[src/rtl/cfgport_pkg.sv]
package cfgport_pkg;

  localparam int NSLOT     = 5;
  localparam int SL_AUX    = 0;
  localparam int SL_WHI    = 1;
  localparam int SL_WLO    = 2;
  localparam int SL_WCTL   = 3;
  localparam int SL_STAT   = 4;
  localparam int BIT_BANK  = 5;
  localparam int BIT_MERGE = 6;
  localparam int SLOT_W    = $clog2(NSLOT);

  function automatic logic [7:0] slot_code(input int s);
    case (s)
      SL_AUX:  return 8'hEA;
      SL_WHI:  return 8'hF7;
      SL_WLO:  return 8'hF8;
      SL_WCTL: return 8'hF9;
      default: return 8'hFA;
    endcase
  endfunction

  function automatic logic [7:0] slot_rst(input int s);
    return (s == SL_STAT) ? 8'h07 : 8'h00;
  endfunction

endpackage

[src/rtl/cfg_index_latch.sv]
module cfg_index_latch (
  input  logic       clk,
  input  logic       rst_n,
  input  logic       ld,
  input  logic [7:0] din,
  output logic [7:0] idx
);
  logic [7:0] idx_d;

  always_comb begin
    idx_d = idx;
    if (ld) idx_d = din;
  end

  always_ff @(posedge clk or negedge rst_n) begin
    if (!rst_n) idx <= 8'h00;
    else        idx <= idx_d;
  end

  // the index moves only on an index-port write
  a_r2_idx_hold: assert property (@(posedge clk) disable iff (!rst_n)
    !ld |=> $stable(idx));

endmodule

[src/rtl/cfg_reg_file.sv]
module cfg_reg_file
  import cfgport_pkg::*;
(
  input  logic               clk,
  input  logic               rst_n,
  input  logic               wr_en,
  input  logic [7:0]         idx,
  input  logic [7:0]         wdata,
  output logic [NSLOT*8-1:0] regs_flat,
  output logic               win_update
);
  logic [NSLOT-1:0] sel;
  logic             upd_d;

  for (genvar g = 0; g < NSLOT; g++) begin : g_slot
    localparam logic [7:0] CODE = slot_code(g);
    localparam logic [7:0] RVAL = slot_rst(g);
    logic [7:0] q, d;

    assign sel[g] = (idx == CODE);

    always_comb begin
      d = q;
      if (wr_en && sel[g]) d = wdata;
    end

    always_ff @(posedge clk or negedge rst_n) begin
      if (!rst_n) q <= RVAL;
      else        q <= d;
    end

    assign regs_flat[g*8 +: 8] = q;

    // an accepted write lands in the selected register
    a_r3_write_lands: assert property (@(posedge clk) disable iff (!rst_n)
      (wr_en && idx == CODE) |=> (q == $past(wdata)));
  end

  always_comb
    upd_d = wr_en && (sel[SL_WHI] || sel[SL_WLO] || sel[SL_WCTL]);

  always_ff @(posedge clk or negedge rst_n) begin
    if (!rst_n) win_update <= 1'b0;
    else        win_update <= upd_d;
  end

  // writes to unimplemented indices change nothing
  a_r4_hole_ignored: assert property (@(posedge clk) disable iff (!rst_n)
    (wr_en && sel == '0) |=> $stable(regs_flat));

  // the update pulse is never longer than one cycle without a new write
  a_r9_pulse_one: assert property (@(posedge clk) disable iff (!rst_n)
    (win_update && !upd_d) |=> !win_update);

endmodule

[src/rtl/cfg_read_merge.sv]
module cfg_read_merge
  import cfgport_pkg::*;
(
  input  logic               rd_en,
  input  logic [7:0]         idx,
  input  logic [NSLOT*8-1:0] regs_flat,
  output logic [7:0]         rdata
);
  logic [7:0] pick;
  logic       hit;

  always_comb begin
    pick = 8'hFF;
    hit  = 1'b0;
    for (int s = 0; s < NSLOT; s++) begin
      if (idx == slot_code(s)) begin
        pick = regs_flat[s*8 +: 8];
        hit  = 1'b1;
      end
    end
    if (idx == slot_code(SL_STAT) && regs_flat[SL_WCTL*8 + BIT_MERGE])
      pick = pick | regs_flat[SL_AUX*8 +: 8];
    rdata = (rd_en && hit) ? pick : 8'hFF;
  end

endmodule

[src/rtl/cfg_index_port.sv]
module cfg_index_port
  import cfgport_pkg::*;
#(
  parameter int              ADDR_W    = 16,
  parameter logic [ADDR_W-1:0] IDX_PORT  = 16'h0022,
  parameter logic [ADDR_W-1:0] DATA_PORT = 16'h0024
) (
  input  logic              clk,
  input  logic              rst_n,
  input  logic [ADDR_W-1:0] io_addr,
  input  logic              io_wr,
  input  logic              io_rd,
  input  logic [7:0]        io_wdata,
  output logic [7:0]        io_rdata,
  output logic              bank_sel,
  output logic [7:0]        win_hi,
  output logic [7:0]        win_lo,
  output logic [7:0]        win_ctl,
  output logic              win_update
);
  logic               idx_ld;
  logic               dat_wr;
  logic               dat_rd;
  logic [7:0]         idx;
  logic [NSLOT*8-1:0] regs_flat;

  assign idx_ld = io_wr && (io_addr == IDX_PORT);
  assign dat_wr = io_wr && (io_addr == DATA_PORT);
  assign dat_rd = io_rd && (io_addr == DATA_PORT);

  cfg_index_latch u_idx (
    .clk  (clk),
    .rst_n(rst_n),
    .ld   (idx_ld),
    .din  (io_wdata),
    .idx  (idx)
  );

  cfg_reg_file u_regs (
    .clk       (clk),
    .rst_n     (rst_n),
    .wr_en     (dat_wr),
    .idx       (idx),
    .wdata     (io_wdata),
    .regs_flat (regs_flat),
    .win_update(win_update)
  );

  cfg_read_merge u_rd (
    .rd_en    (dat_rd),
    .idx      (idx),
    .regs_flat(regs_flat),
    .rdata    (io_rdata)
  );

  assign win_hi   = regs_flat[SL_WHI*8 +: 8];
  assign win_lo   = regs_flat[SL_WLO*8 +: 8];
  assign win_ctl  = regs_flat[SL_WCTL*8 +: 8];
  assign bank_sel = win_ctl[BIT_BANK];

  // the bank select follows bit 5 of the last value written to 0xF9
  a_r7_bank_follows: assert property (@(posedge clk) disable iff (!rst_n)
    (dat_wr && idx == 8'hF9) |=> (bank_sel == $past(io_wdata[BIT_BANK])));

  // index-port reads are not decoded
  a_r1_idx_port_read: assert property (@(posedge clk) disable iff (!rst_n)
    (io_rd && io_addr == IDX_PORT) |-> (io_rdata == 8'hFF));

  // merged read covers every bit of the auxiliary register
  a_r6_merge_cover: assert property (@(posedge clk) disable iff (!rst_n)
    (dat_rd && idx == 8'hFA && win_ctl[BIT_MERGE])
      |-> ((io_rdata & regs_flat[SL_AUX*8 +: 8]) == regs_flat[SL_AUX*8 +: 8]));

  // nothing is returned without a read strobe
  a_r5_idle_ones: assert property (@(posedge clk) disable iff (!rst_n)
    !io_rd |-> (io_rdata == 8'hFF));

endmodule

[config.mk]
export PLATFORM = sky130hd
export DESIGN_NAME = cfg_index_port
export DESIGN_NICKNAME = d
export VERILOG_FILES = /design/src/rtl/cfgport_pkg.sv /design/src/rtl/cfg_index_latch.sv /design/src/rtl/cfg_reg_file.sv /design/src/rtl/cfg_read_merge.sv /design/src/rtl/cfg_index_port.sv
export SDC_FILE = /design/constraint.sdc
export NUM_CORES = 1
export LEC_CHECK = 0
export BUFFER_PORTS_ARGS = -buffer_cell sky130_fd_sc_hd__buf_2
export CAP_MARGIN = 0
export CORE_MARGIN = 3
export CORE_UTILIZATION = 44
export DETAILED_ROUTE_END_ITERATION = 10
export HOLD_SLACK_MARGIN = 0.15
export PLACE_DENSITY = 0.72
export SKIP_LAST_GASP = 1
export SLEW_MARGIN = 20
export SYNTH_ARGS = -nofsm -noshare
export SYNTH_HDL_FRONTEND = slang
export SYNTH_SLANG_ARGS = --single-unit
[constraint.sdc]
create_clock -name clk -period 2.9 [get_ports clk]
set_input_delay 0.145 -clock clk [delete_from_list [all_inputs] [get_ports clk]]
set_output_delay 0.145 -clock clk [all_outputs]
set_load 0.01 [all_outputs]
==> metrics <==
Synth Area in Simple Gates 10.88%; Tcrit/Tclk final 90.04%; synth cell count leaders dfrtp_1, mux2_2, buf_4; DP HPWL roughly 4500 um; Total Routing Usage GR 19.23%; FMAX 383.0 MHz; critical path class reg2out; worst vdd ir about 230 uV; clock tree sinks ~50; Post-synth ARST share between 90% and 100%; CTS tree built; Worst-Skew Late Latency between 0.3 and 0.4 ns; main combinational cell family by area after synthesis multiplexers; worst path arrival time ~2.5 ns; filler instances just over 500; Setup Skew 0.006148 ns; nets@finish 295; max-slew violations 0; post-synth top area cell dfrtp_1; Root Buffer clkbuf_8; maximum fanout along the worst path 17; crit path buf inv count 1; die height about 84 um; Critical Path Source Type flop; via count roughly 2000; adder-cell share of the synthesized area 0%; Synth Flop Type dfrtp_1; ANT cells 0; Area Overhead vs Synth 13.10%; Ports 62; worst hold path type in2reg; GR Overflow Total 0; cts repair resizes 0; # H-tree levels 2; Mapped Area 2703 sq um; EDFF count, synth 0; number of DRC markers in iteration 0 143; status complete, no violations; Yosys Warn Count 0; Hold Fails Final Rpt 0; Cell variety after synth 38; GR Util met2 a little under a third; wirelength, routed approximately 6600 um; placed insts ~330; core area roughly 5700 sq um; CP endpoint kind output pin; share of the synthesized area in the top cell type between 40% and 50%; DR pass1 iterations 4; Slew Limit Headroom between 50% and 60%; Horiz. Die Dim between 80 and 90 um; Tmin final roughly 2.6 ns; critical path's slowest cell or3b_2; CP Cell Sequence nand4bb_1 -> or3b_2 -> o221ai_1 -> o2111ai_1 -> buf_2; FF-to-FF path depth 4; Post-Syn Nets approximately 250; PortBufs 61; via/cell ratio between 5 and 6; static leakage 1.505 nW; largest net degree at the start of global routing 50; initial antenna violation count 0; routed length per placed instance ~19 um; Syn Area/Cell approximately 12 sq um; Syn Inst Count roughly 220; Antenna Violating Nets Remaining 0; post-place setup slack approximately 0.52 ns; GRT Max-Usage Layer met2; vias in the first global route 2081; Req. time, crit path between 2 and 3 ns; maxcap violations 0; total stage count of the critical path 5; std cell rows 27; Synth Area in Compound Gates a little over a tenth; die footprint 7118 sq um; setup total negative slack 0 ns; grt met1 use about a quarter; Synth Register Bits 49; share of cells above drive strength 1 about half; most instantiated library cell after synthesis dfrtp_1; Power Dens Cells roughly 380 nW/um^2; Post-Layout Cell Count 340; clk buf depth 2; Reg clk slew, reported paths ~0.08 ns; Final GP Congestion 0.8237; Top Family by Delay on Critical Path simple AND/OR/NAND/NOR gates; starting density of the core between 40% and 50%; CTS Buf Count 5; RSZ-0062 raised after global routing no; portion of netlist area occupied by mux cells 22.22%; final worst setup slack roughly 0.29 ns; global-route wire length before repair between 10000 and 15000 um; crit-path max cell delay around 0.65 ns; sequential element share of the synthesized area 45.51%; Least-Margin Pin Slew a little over 0.6 ns; # DRC 0; Hold Path Cell Cnt 2; XOR/XNOR Fraction of Synth Area 0%; Setup Viol. Count Final 0; ranking of synthesized cells by area dfrtp_1, mux2_2, mux2_4, buf_4, o2111ai_1; met3 usage 5.005%
==> worst paths after layout <==
path                                       start                    end  slack (ns)
min in group asynchronous                  rst_n  u_regs.g_slot[1].q[7]        0.38
hold reg to reg            u_regs.g_slot[4].q[4]  u_regs.g_slot[4].q[4]        0.51
hold / removal                       io_wdata[0]  u_regs.g_slot[1].q[0]        0.15
max in group asynchronous                  rst_n  u_regs.g_slot[3].q[3]        2.09
setup / recovery                    u_idx.idx[1]            io_rdata[5]        0.29
setup reg to reg                    u_idx.idx[7]  u_regs.g_slot[1].q[0]        0.50
==> stage by stage <==
stage          utilization [%]  hold slack [ns]  total power, mW  cell area, sq um
6_report                 53.54           0.1511            1.149              3057
5_1_grt                  53.54           0.1626            1.195              3057
4_1_cts                  53.50           0.1512            1.162              3054
3_5_place_dp             50.69           0.3946           0.7430              2894
3_3_place_gp             50.69           0.3961           0.7421              2894
2_1_floorplan                -          -0.1506           0.7031              2703
==> state kept, by name, indices dropped and copies added, names as in the netlist <==
name / cells
u_idx.idx: 8
u_regs.win_update: 1
u_regs.g_slot.q: 40
==> cell type report <==
type | count | area [sq um] | area share [%]
clock buffer | 8 | 90.09 | 2.947
multi-input combinational | 128 | 1186 | 38.80
timing repair buffer | 75 | 430.4 | 14.08
tap | 72 | 90.09 | 2.947
sequential | 49 | 1230 | 40.24
inverter | 8 | 30.03 | 0.9824
==> cells in the final DEF, fill, tap and decap left out, drive strengths merged, types with 2 or more instances in the layout <==
cell type / n
buf: 68
mux2: 48
dfrtp: 46
o2111ai: 15
o21ai: 9
a21oi: 9
inv: 8
clkbuf: 8
o221ai: 7
dlygate4sd3: 7
nor2: 4
nand2: 4
or3: 3
or4: 3
nand3: 3
nand4: 3
dfstp: 3
nor4b: 3
nand4b: 2
==> what timing repair did <==
item | 4_1_cts | 5_1_grt
setup buffers | 0 | 0
hold endpoints to repair | 61 | 0
hold buffers | 7 | 0
==> power by group <==
group / switching [mW] / internal, mW / total, mW
clock: 0.220 / 0.195 / 0.415
combinational: 0.0299 / 0.0218 / 0.0517
sequential: 0.0000689 / 0.683 / 0.683
total: 0.250 / 0.899 / 1.15
==> cells by family after synthesis <==
kind of cell	after synthesis
flops	49
simple gates	39
buf+inv	46
mux	48
compound gates	41
==> metal layers <==
| layer | part of all wire (%) | vias up |
|---|---|---|
| li1 | - | 900 |
| met4 | 2.2 | 0 |
| met2 | 49 | 73 |
| met5 | 0 | - |
| met1 | 43 | 987 |
| met3 | 6.2 | 13 |
No activity file was read; power rests on OpenSTA's default activity.
